==> config.mk <==
export PLATFORM = sky130hd
export DESIGN_NAME = gpio_irq_unit
export DESIGN_NICKNAME = d
export VERILOG_FILES = /design/src/rtl/gpio_irq_unit.sv
export SDC_FILE = /design/constraint.sdc
export NUM_CORES = 1
export LEC_CHECK = 0
export BUFFER_PORTS_ARGS = -buffer_cell sky130_fd_sc_hd__buf_2
export CAP_MARGIN = 40
export CORE_UTILIZATION = 54
export DETAILED_ROUTE_END_ITERATION = 10
export GPL_TIMING_DRIVEN = 0
export PLACE_DENSITY = 0.73
export RECOVER_POWER = 50
export SYNTH_ARGS = -nofsm -noshare
export SYNTH_HDL_FRONTEND = slang
export SYNTH_SLANG_ARGS = --single-unit
==> constraint.sdc <==
create_clock -name clk -period 3.45 [get_ports clk]
set_clock_uncertainty 0.05 [all_clocks]
set_input_delay 1.035 -clock clk [delete_from_list [all_inputs] [get_ports clk]]
set_output_delay 1.035 -clock clk [all_outputs]
set_load 0.02 [all_outputs]
==> src/rtl/gpio_irq_unit.sv <==
module gpio_irq_unit #(
  parameter int ADDR_W = 8,
  parameter int PORT_W = 8
) (
  input  logic                  clk,
  input  logic                  rst_n,
  input  logic [ADDR_W-1:0]     bus_addr,
  input  logic                  bus_we,
  input  logic [PORT_W-1:0]     bus_wdata,
  output logic [PORT_W-1:0]     bus_rdata,
  input  logic [2*PORT_W-1:0]   pin_i,
  output logic                  irq_o
);
  localparam int LINES = 2 * PORT_W;

  logic [LINES-1:0] sync1, sync2, prev;
  logic [LINES-1:0] sense_v, pol_v, en_v, clr_v;
  logic [LINES-1:0] hit, lvl_match, flag_q, stat;
  logic [1:0][PORT_W-1:0] rd_part;

  always_ff @(posedge clk or negedge rst_n) begin
    if (!rst_n) begin
      sync1 <= '0;
      sync2 <= '0;
      prev  <= '0;
    end else begin
      sync1 <= pin_i;
      sync2 <= sync1;
      prev  <= sync2;
    end
  end

  for (genvar p = 0; p < 2; p++) begin : g_bank
    localparam logic [ADDR_W-1:0] BASE = (p == 0) ? ADDR_W'(8'h90) : ADDR_W'(8'hAC);
    localparam logic [ADDR_W-1:0] A_SENSE = BASE;
    localparam logic [ADDR_W-1:0] A_POL   = BASE + ADDR_W'(4);
    localparam logic [ADDR_W-1:0] A_CLR   = BASE + ADDR_W'(8);
    localparam logic [ADDR_W-1:0] A_EN    = BASE + ADDR_W'(12);
    localparam logic [ADDR_W-1:0] A_STAT  = BASE + ADDR_W'(16);

    logic [PORT_W-1:0] sense_r, pol_r, en_r;

    always_ff @(posedge clk or negedge rst_n) begin
      if (!rst_n) begin
        sense_r <= '0;
        pol_r   <= '0;
        en_r    <= '0;
      end else if (bus_we) begin
        if (bus_addr == A_SENSE) sense_r <= bus_wdata;
        if (bus_addr == A_POL)   pol_r   <= bus_wdata;
        if (bus_addr == A_EN)    en_r    <= bus_wdata;
      end
    end

    assign sense_v[p*PORT_W +: PORT_W] = sense_r;
    assign pol_v[p*PORT_W +: PORT_W]   = pol_r;
    assign en_v[p*PORT_W +: PORT_W]    = en_r;
    assign clr_v[p*PORT_W +: PORT_W]   = (bus_we && bus_addr == A_CLR) ? bus_wdata : '0;

    assign rd_part[p] = (bus_addr == A_SENSE) ? sense_r :
                        (bus_addr == A_POL)   ? pol_r   :
                        (bus_addr == A_EN)    ? en_r    :
                        (bus_addr == A_STAT)  ? stat[p*PORT_W +: PORT_W] : '0;
  end

  assign bus_rdata = rd_part[0] | rd_part[1];

  assign hit       = en_v & sense_v & ((pol_v & sync2 & ~prev) | (~pol_v & ~sync2 & prev));
  assign lvl_match = (pol_v & sync2) | (~pol_v & ~sync2);
  assign stat      = en_v & ((sense_v & flag_q) | (~sense_v & lvl_match));
  assign irq_o     = |stat;

  always_ff @(posedge clk or negedge rst_n) begin
    if (!rst_n) flag_q <= '0;
    else        flag_q <= sense_v & (hit | (flag_q & ~clr_v));
  end

  assert_edge_sets_R4: assert property (@(posedge clk) disable iff (!rst_n)
    1'b1 |=> (($past(hit) & ~flag_q) == '0));

  assert_clear_works_R5: assert property (@(posedge clk) disable iff (!rst_n)
    1'b1 |=> ((flag_q & $past(clr_v) & ~$past(hit)) == '0));

  assert_disabled_no_set_R6: assert property (@(posedge clk) disable iff (!rst_n)
    1'b1 |=> ((flag_q & ~$past(flag_q) & ~$past(en_v)) == '0));

  assert_level_no_flag_R10: assert property (@(posedge clk) disable iff (!rst_n)
    1'b1 |=> ((flag_q & ~$past(sense_v)) == '0));

  assert_clr_reads_zero_R7: assert property (@(posedge clk) disable iff (!rst_n)
    (bus_addr == ADDR_W'(8'h98) || bus_addr == ADDR_W'(8'hB4)) |-> bus_rdata == '0);

  assert_irq_quiet_R8: assert property (@(posedge clk) disable iff (!rst_n)
    (en_v == '0) |-> !irq_o);
endmodule

==> results of run 1 <==
-- state kept, by name (all words and copies together), names as in the netlist --
signal          count
g_bank.en_r        16
g_bank.pol_r       16
sync1              16
sync2              16
prev               16
g_bank.sense_r     16
flag_q             16
-- power by group through the flow --
stage | sequential, uW | combinational, uW | clock [uW]
finish | 1420 | 244 | 800
global route | 1420 | 274 | 873
CTS | 1410 | 245 | 822
detailed placement | 1440 | 221 | 0
global placement | 1440 | 207 | 0
floorplan | 1420 | 123 | 0
-- placed cells by master (no fill, tap or decap), types with 13 or more instances in the layout --
cell type	n
nor2_1	18
dfrtp_1	112
nand2_1	51
ha_1	32
o21ai_2	14
buf_4	13
buf_2	32
o21ai_0	33
buf_6	15
inv_1	50
mux2_2	34
-- worst register-to-register path, cell delays in order (launching register included) --
cell     delay, ns
dfrtp_1       0.43
inv_1         0.06
ha_1          0.17
mux2_2        0.28
a31o_1        0.22
-- layer usage --
layer,wire length (um),vias to the layer above,share of wire [%],global-route usage [%]
met4,416,0,3.3,11.5
li1,-,1806,-,-
met3,855,45,6.9,7.98
met5,0,-,0,0
met2,6020,162,48,43.4
met1,5140,1954,41,34.0
-- area by class of cell --
class | instances | area, sq um | share of cell area, %
well taps | 129 | 161 | 2.60
plain buffers | 12 | 92.6 | 1.49
multi-input cells | 305 | 2350 | 37.8
inverters | 50 | 188 | 3.02
repair buffers | 58 | 423 | 6.80
clock buffers | 9 | 124 | 1.99
flip-flops and latches | 112 | 2800 | 45.1
clock inverters | 7 | 76.3 | 1.23
-- worst paths after layout --
path,from,end,slack [ns],cells after the start
max in group asynchronous,rst_n,prev[15],0.61,2
max reg2reg,g_bank[1].pol_r[6],flag_q[14],2.14,4
min reg2reg,sync1[13],sync2[13],0.30,0
min,sync1[13],sync2[13],0.30,0
min in group asynchronous,rst_n,flag_q[6],0.93,1
max,bus_addr[0],bus_rdata[2],-0.1,7
-- timing repair --
item,4_1_cts,5_1_grt
setup buffers,12,0
hold buffers,0,0
setup endpoints to repair,8,9
pin swaps,25,2
resized for setup,65,6
gates cloned,3,0
-- kinds of logic after synthesis --
kind of cell,synth area share [%]
AOI/OAI and AO/OA,14.3
adders and majority gates,7.58
buffers and inverters,4.76
DFF,53.0
muxes,8.76
and+or+nand+nor,11.6
-- metrics by stage --
step	total power (uW)	setup slack [ns]	cells	hold WS, ns
2_1_floorplan	1550	0.0129	479	0.281
3_3_place_gp	1640	-0.854	650	0.282
3_5_place_dp	1660	-0.710	652	0.285
4_1_cts	2480	-0.0948	682	0.304
5_1_grt	2570	-0.145	682	0.307
6_report	2460	-0.0984	682	0.295
==> results.txt, run 1 <==
Outcome - complete, but fails checks
Failing checks - max-capacitance violations, max-slew violations, negative setup slack
Mapped Area - 5280 sq um
Unrepaired setup endpoints after global routing - yes
Cell Rows - 35
Max Slew Vio Count - 62
Clock Power Share - 32.5%
Gpl congestion - 0.867
Critical Path Fanout Max - 6
CP Launch Type - input pin
Slowest stage delay, CP - 0.56 ns
Die Ht - 101 um
Fill cells - 736
Nets - 615
Measured slew at the worst slew-check pin - 1.51 ns
Top cells by area, synth - dfrtp_1 53%, ha_1 7.6%, mux2_2 7.2%, o21ai_0 3.9%, nand2_1 3.8%
Net Count, Synth - 546
Final hold vios - 0
Post-Synthesis Cells - 479
Routed Wire Length - 12,400 um
Asr flop ratio synth - 100%
Diodes inserted - 0
Drt pass-1 iters - 6
Via count - 3,967
Syn avg cell area - 11.0 sq um
Crit. End Element - primary output
Fin util - 66.3%
Largest net degree at the start of global routing - 63
Max frequency - 282 MHz
Layout cells sized above 1 - 28.2%
Initial antenna violation count - 0
Rel. slew slack - -0.377%
Pwr per Cell Area - 396 nW/um^2
Io pins - 44
CP Buf/Inv Count - 3
Post-synth EDFFs - 0
Seq pwr share - 57.5%
First-pass GRT wire length - 20,200 um
Vias in the first global route - 3,995
Crit Path Class - input pin to primary output
CTS Sinks - 112
Top FF cell, synth - dfrtp_1
CTS Buf Count - 9
Global Route Usage Sum - 27.0%
GRT overflow - 0
Sw frac - 26.3%
DRC marker count from the first detailed-route iteration - 336
Input/output buffers - 42
Critical path's top delay family - simple AND/OR/NAND/NOR gates
Worst skew pair latency - 0.39 ns
Starting Density - 56.4%
Worst Path Required - 2.36 ns
Die X-Extent - 101 um
WP data arrival - 2.46 ns
CTS H-Tree Depth - 3
Post-synth cell types - 45
Top cell type's share of synthesized area - 53.0%
Max clock buf depth - 2
Placed Area - 5710 sq um
Commonest cells in the netlist - 112 x dfrtp_1, 53 x nand2_1, 50 x inv_1
Worst IR Drop VDD - 0.000285 V
HP Class - flip-flop to flip-flop
Most frequent cell after synthesis - dfrtp_1
TritonCTS clock tree - yes
Vias per cell - 5.82
Int Power - 1810 uW
Core Area - 9370 sq um
Yosys Warn Count - 0
Sequence of cells on the critical path - buf_12, or4_4, buf_6, o21ai_2, nand2_1, a221o_1, buf_6
Sequential area share after synthesis - 53.0%
Comb pwr share - 9.9%
Tmin final - 3.55 ns
Max-cap violations - 1
Die Area - 10,200 sq um
DRT antenna net count - 0
Worst Slack Setup Final - -0.0984 ns
Cell taking the most area after synthesis - dfrtp_1
Tcrit/Tclk final - 103%
Final instance area - 6220 sq um
Critical path's slowest cell - or4_4
Synth Register Bits - 112
Area delta synth->final - 17.6%
Leakage - 0.00297 uW
Root buffer cell - clkbuf_8
Reg clk slew, reported paths - 0.11 ns
CP dominant cell by count - buf_6
WL/cell - 18.2 um
Final setup TNS - -0.655 ns
Post-DP HPWL - 8710 um
Final setup vio count - 8
Final routed DRC violation total - 0
Sw power - 646 uW
(Power assumes the default switching activity.)
==> run 2, diff against run 1 <==
Settings changed: CORE_UTILIZATION 54 to 50, PLACE_DENSITY 0.73 to 0.68.
==> run 2 against run 1 <==
The run ends with negative setup slack left; wire length is 2.2% lower; global-route usage shrank 3.1 points; utilization shrank 5.9 points; hold slack better by 0.0091 ns; die area rose by 7.8%; combinational power is essentially flat; power down 3.2%; fmax is 1.1% lower; sequential cell count stayed put; sequential power barely moved; final cell count rose by 1.3%.
==> results.txt, run 2 (same netlist as run 1, synthesis figures left out) <==
Outcome - complete, but fails checks
Failing checks - negative setup slack
Rel. slew slack - 5.54% (+5.9 points)
Fin util - 60.4% (-5.9 points)
Die X-Extent - 105 um (+3.8%)
Reg clk slew, reported paths - 0.09 ns (-0.02 ns)
Worst Path Required - 2.36 ns (about the same)
First-pass GRT wire length - 19,700 um (-2.1%)
Crit Path Class - input pin to primary output
Clock Power Share - 30.3% (-2.2 points)
Diodes inserted - 0 (unchanged)
Critical Path Fanout Max - 7 (+1)
Area delta synth->final - 17.5% (about the same)
Starting Density - 51.4% (-5.0 points)
Tmin final - 3.59 ns (+0.0405 ns)
Sequence of cells on the critical path - buf_8, nand4b_1, a2111oi_4, buf_4, o2111a_1, a211o_1, buf_6
Worst Slack Setup Final - -0.139 ns (-0.0405 ns)
Cell Rows - 37 (+5.7%)
Slowest stage delay, CP - 0.38 ns (-0.18 ns)
Max Slew Vio Count - 0 (-100%)
CTS Sinks - 112 (unchanged)
Reg2Reg Depth - 4 (unchanged)
WL/cell - 17.6 um (-3.4%)
Worst slack, placed - -0.658 ns (+0.0523 ns)
Pwr per Cell Area - 383 nW/um^2 (-3.1%)
HP Class - flip-flop to flip-flop
Seq pwr share - 59.4% (+1.9 points)
Crit. End Element - primary output
Most frequent cells in the layout - 112 x dfrtp_1, 51 x nand2_1, 50 x inv_1, 34 x mux2_2, 32 x ha_1
DRC marker count from the first detailed-route iteration - 284 (-15%)
Unrepaired setup endpoints after global routing - yes
Root buffer cell - clkbuf_8
Core Area - 10,300 sq um (+9.7%)
Die Area - 11,000 sq um (+7.8%)
Sw power - 609 uW (-5.7%)
Layout cells sized above 1 - 27.0% (-1.2 points)
Max frequency - 279 MHz (-1.1%)
Measured slew at the worst slew-check pin - 1.42 ns (-0.0887 ns)
GRT overflow - 0 (unchanged)
Routed Wire Length - 12,200 um (-2.2%)
Hold Path Depth - 0 (unchanged)
R2r endpoint - flag_q[11]
Via count - 3,874 (-2.3%)
WP data arrival - 2.50 ns (+0.04 ns)
Vias in the first global route - 3,919 (-1.9%)
Largest net degree at the start of global routing - 47 (-25%)
Leading cell type in the layout, fill and taps excluded - dfrtp_1
Die Ht - 105 um (+3.8%)
Int Power - 1770 uW (-2.3%)
Worst skew pair latency - 0.39 ns (about the same)
CP Launch Type - input pin
CTS H-Tree Depth - 3 (unchanged)
Initial antenna violation count - 1 (+1)
Critical path's slowest cell - a2111oi_4
R2R setup slack - 2.08 ns (-0.06 ns)
Gpl congestion - 0.860 (-0.77%)
DRT antenna net count - 0 (unchanged)
Io pins - 44 (unchanged)
Final instance area - 6210 sq um (about the same)
CTS Buf Count - 9 (unchanged)
Worst IR Drop VDD - 0.000313 V (+9.9%)
Leakage - 0.00297 uW (about the same)
Total power - 2380 uW (-3.2%)
Worst R2R Start - g_bank[1].pol_r[3]
Hold worst-path end - sync2[15]
Post-DP HPWL - 8700 um (-0.15%)
Fill cells - 874 (+19%)
Final routed DRC violation total - 0 (unchanged)
Hold Crit Start - sync1[15]
Placed Area - 5730 sq um (+0.50%)
Nets - 619 (+0.65%)
Final setup vio count - 8 (unchanged)
Sw frac - 25.6% (-0.67 points)
Input/output buffers - 42 (unchanged)
Final hold vios - 0 (unchanged)
Max-cap violations - 0 (-1)
Comb pwr share - 10.3% (+0.4 points)
Max clock buf depth - 2 (unchanged)
Vias per cell - 5.61 (-3.6%)
Cts hold-fix bufs - 0 (unchanged)
Drt pass-1 iters - 5 (-1)
Global Route Usage Sum - 23.9% (-3.1 points)
TritonCTS clock tree - yes
Tcrit/Tclk final - 104% (+1.2 points)
run 2: cell types whose count changed in the layout (fill, tap and decap cells not counted), moves of 3 or more:
cell	delta
o21ai_2	-5
buf_4	+5
inv_6	-3
o21ai_1	+7
buf_6	-5
run 2: what timing repair did:
item	CTS	global route
setup buffers	9	8
gates resized for setup	39	29
endpoints found under the hold margin	0	0
gates cloned	1	1
setup endpoints to repair	8	9
pin swaps	13	11
run 2: final cells by class:
class | count | area, sq um | share of cell area [%]
timing repair buffer | 63 | 474 | 7.63
sequential | 112 | 2800 | 45.1
buffer | 11 | 77.6 | 1.25
multi-input combinational | 305 | 2330 | 37.5
clock inverter | 2 | 16.3 | 0.262
tap | 136 | 170 | 2.74
clock buffer | 12 | 155 | 2.50
inverter | 50 | 188 | 3.02
run 2: worst max-delay path by stage:
stage / start / to
after global routing: bus_addr[3] / bus_rdata[5]
final: bus_addr[6] / bus_rdata[3]
after detailed placement: bus_addr[6] / bus_rdata[6]
after CTS: bus_addr[0] / bus_rdata[5]
after floorplan: bus_addr[6] / bus_rdata[0]
after global placement: bus_addr[1] / bus_rdata[5]
run 2: power by group through the flow:
stage	clock network [uW]	logic, uW	registers (uW)
after floorplan	0	123	1420
after global placement	0	207	1440
after detailed placement	0	222	1440
final	722	246	1410
after CTS	753	239	1410
after global routing	794	278	1420
run 2: metal layers:
layer	vias up	track usage (%)	routed length [um]
met5	-	0	12
met4	2	10.1	323
met3	27	7.42	945
met2	154	37.2	5890
met1	1885	30.9	4990
li1	1806	-	-
run 2: worst max-delay path, delay by kind of cell:
kind            cells  cell delay, ns
buf+inv             3            0.45
compound gates      3            0.70
simple gates        1            0.32
run 2: metrics by stage:
step | setup TNS (ns) | hold WS [ns] | instances
CTS | -0.980 | 0.309 | 683
detailed placement | -5.18 | 0.286 | 660
global placement | -10.11 | 0.282 | 657
floorplan | 0 | 0.281 | 479
finish | -0.803 | 0.304 | 691
global route | -1.13 | 0.310 | 691
==> run 3, diff against run 2 <==
Settings changed: BUFFER_PORTS_ARGS -buffer_cell sky130_fd_sc_hd__buf_2 to not set, DONT_BUFFER_PORTS set to 1, GPL_ROUTABILITY_DRIVEN set to 0, PLACE_DENSITY 0.68 to 0.65.
Clock period 3.45 ns to 2.91 ns, I/O delays scaled along.
==> run 3 against run 2 <==
The run still ends with negative setup slack left; critical path depth fell by 2; first-iteration DRC count fell by 20%; die area did not move; worst setup slack got worse by 0.088 ns; via count fell by 4.1%; sequential power rose by 19%; utilization fell by 1.4 points; wire length rose by 2.0%; final cell count fell by 5.4%; register-to-register slack got worse by 0.66 ns; combinational power rose by 2%; critical endpoint is now bus_rdata[4].
==> results.txt, run 3 (same netlist as run 1, synthesis figures left out) <==
Final routed DRC violation total - 0 (unchanged)
Int Power - 2150 uW (+21%)
Largest net degree at the start of global routing - 113 (+140%)
CTS H-Tree Depth - 3 (unchanged)
Max clock buf depth - 2 (unchanged)
Vias in the first global route - 3,565 (-9.0%)
Initial antenna violation count - 0 (-1)
WL/cell - 19.0 um (+7.8%)
Io pins - 44 (unchanged)
Max layer used - met4
TritonCTS clock tree - yes
Global Route Usage Sum - 23.2% (-0.70 points)
R2R setup slack - 1.42 ns (-0.66 ns)
Clock Power Share - 33.1% (+2.8 points)
Final setup vio count - 9 (+1)
Max frequency - 319 MHz
Fin util - 59.0% (-1.4 points)
Origin of the worst setup path - bus_addr[1]
Reg clk slew, reported paths - 0.11 ns (+0.02 ns)
Die Area - 11,000 sq um (unchanged)
Worst R2R Start - g_bank[1].pol_r[5]
WP data arrival - 2.21 ns (-0.29 ns)
Reg2Reg Depth - 5 (+1)
Drt pass-1 iters - 6 (+1)
Cts hold-fix bufs - 0 (unchanged)
CTS Buf Count - 9 (unchanged)
Cell Count, Final, Fillers Out - 654 (-5.4%)
Crit. End Element - primary output
Failing checks - negative setup slack
Die X-Extent - 105 um (unchanged)
Post-Place Cells - 615 (-6.8%)
Max Slew Vio Count - 0 (unchanged)
Root buffer cell - clkbuf_8
Cell Rows - 37 (unchanged)
HP Class - input pin to asynchronous set/reset pin
Slowest stage delay, CP - 0.55 ns (+0.17 ns)
Layout cells sized above 1 - 26.8% (-0.19 points)
R2r endpoint - flag_q[13]
Outcome - complete, but fails checks
Area delta synth->final - 14.8%
Rel. slew slack - 50.9% (+45 points)
Starting Density - 51.4% (unchanged)
Sw frac - 25.5% (-0.10 points)
Input/output buffers - 0 (-100%)
Worst IR Drop VDD - 0.000327 V (+4.3%)
Vias per cell - 5.68 (+1.3%)
Nets - 580 (-6.3%)
Critical Path Fanout Max - 6 (-1)
Critical path's top delay family - simple AND/OR/NAND/NOR gates
Via count - 3,715 (-4.1%)
First-pass GRT wire length - 19,100 um (-3.2%)
Worst skew pair latency - 0.40 ns (about the same)
DRC marker count from the first detailed-route iteration - 227 (-20%)
Critical path's slowest cell - or4b_4
Worst Slack Setup Final - -0.227 ns (-0.0882 ns)
Max-cap violations - 0 (unchanged)
Sequence of cells on the critical path - or4b_4, buf_8, o21ai_2, nand2_1, a221o_2
Most frequent cells in the layout - 109 x dfrtp_1, 52 x nand2_1, 46 x inv_1, 34 x mux2_2, 30 x ha_1
Core Area - 10,300 sq um (unchanged)
Tmin final - 3.14 ns
Seq pwr share - 58.2% (-1.2 points)
Pwr per Cell Area - 474 nW/um^2 (+24%)
CTS Sinks - 112 (unchanged)
DRT antenna net count - 0 (unchanged)
Comb pwr share - 8.7% (-1.6 points)
Routed Wire Length - 12,400 um (+2.0%)
Leakage - 0.00281 uW (-5.4%)
Tcrit/Tclk final - 108%
Wire length on met3 - 797 um (-16%)
Final hold slack - 0.107 ns (-0.197 ns)
GRT overflow - 0 (unchanged)
Die Ht - 105 um (unchanged)
Crit Path Class - input pin to primary output
Worst Path Required - 1.99 ns (-0.37 ns)
CP Buf/Inv Count - 1 (-2)
M1 wire length - 5330 um (+6.7%)
CP Launch Type - input pin
Post-DP HPWL - 8450 um (-2.9%)
Leading cell type in the layout, fill and taps excluded - dfrtp_1
Measured slew at the worst slew-check pin - 0.733 ns (-0.684 ns)
Final hold vios - 0 (unchanged)
Unrepaired setup endpoints after global routing - yes
Sw power - 734 uW (+20%)
Diodes inserted - 0 (unchanged)
DR WL met2 - 6070 um (+3.1%)
## run 3: changes by cell type in the layout (fill, tap and decap cells not counted), sizes merged
cell	change
buf	-35
inv	+1
clkinv	+2
clkbuf	-5
bufinv	+1
or4b	-1
## run 3: power groups by stage
stage / clock, uW / sequential, uW / combinational, uW
finish: 953 / 1680 / 250
global route: 1020 / 1690 / 274
detailed placement: 0 / 1710 / 192
CTS: 966 / 1670 / 216
floorplan: 0 / 1690 / 147
global placement: 0 / 1700 / 185
## run 3: worst max path at each step
stage	to	slack [ns]	cells after the start
floorplan	bus_rdata[0]	-0.11	5
finish	bus_rdata[4]	-0.23	5
global placement	bus_rdata[4]	-0.54	4
detailed placement	bus_rdata[4]	-0.53	4
CTS	bus_rdata[0]	-0.20	5
global route	bus_rdata[4]	-0.26	5
## run 3: stage by stage
stage | area [sq um] | setup TNS [ns] | power [uW] | worst slack, ns
global placement | 5490 | -4.02 | 1890 | -0.541
global route | 6070 | -1.96 | 2980 | -0.256
floorplan | 5320 | -0.838 | 1840 | -0.113
detailed placement | 5490 | -3.93 | 1900 | -0.530
finish | 6070 | -1.57 | 2880 | -0.227
CTS | 5870 | -1.50 | 2860 | -0.195
## run 3: final cells by class
class                           count  area [sq um]
Tap cell                          136           170
Buffer                             13          92.6
Clock inverter                      6          68.8
Sequential cell                   112          2810
Multi-Input combinational cell    304          2440
Timing Repair Buffer               23           176
Clock buffer                       10           128
Inverter                           50           188
Fill cell                         874          4210
## run 3: metal layers
metal	GRT usage, %	vias to the layer above
met1	30.3	1858
met5	0	-
met4	6.74	0
li1	-	1734
met2	37.1	103
met3	7.30	20
## run 3: worst register-to-register path, cell delays in order, from the launching register on
cell and delay [ns]:
dfrtp_1 0.41, buf_4 0.14, buf_4 0.13, ha_1 0.16
mux2_2 0.25, a31o_2 0.25
## run 3: what timing repair did
action / 4_1_cts / 5_1_grt
cloned: 1 / 0
setup buffers: 14 / 8
pin swaps: 6 / 14
setup endpoints to repair: 9 / 9
resized for setup: 26 / 36
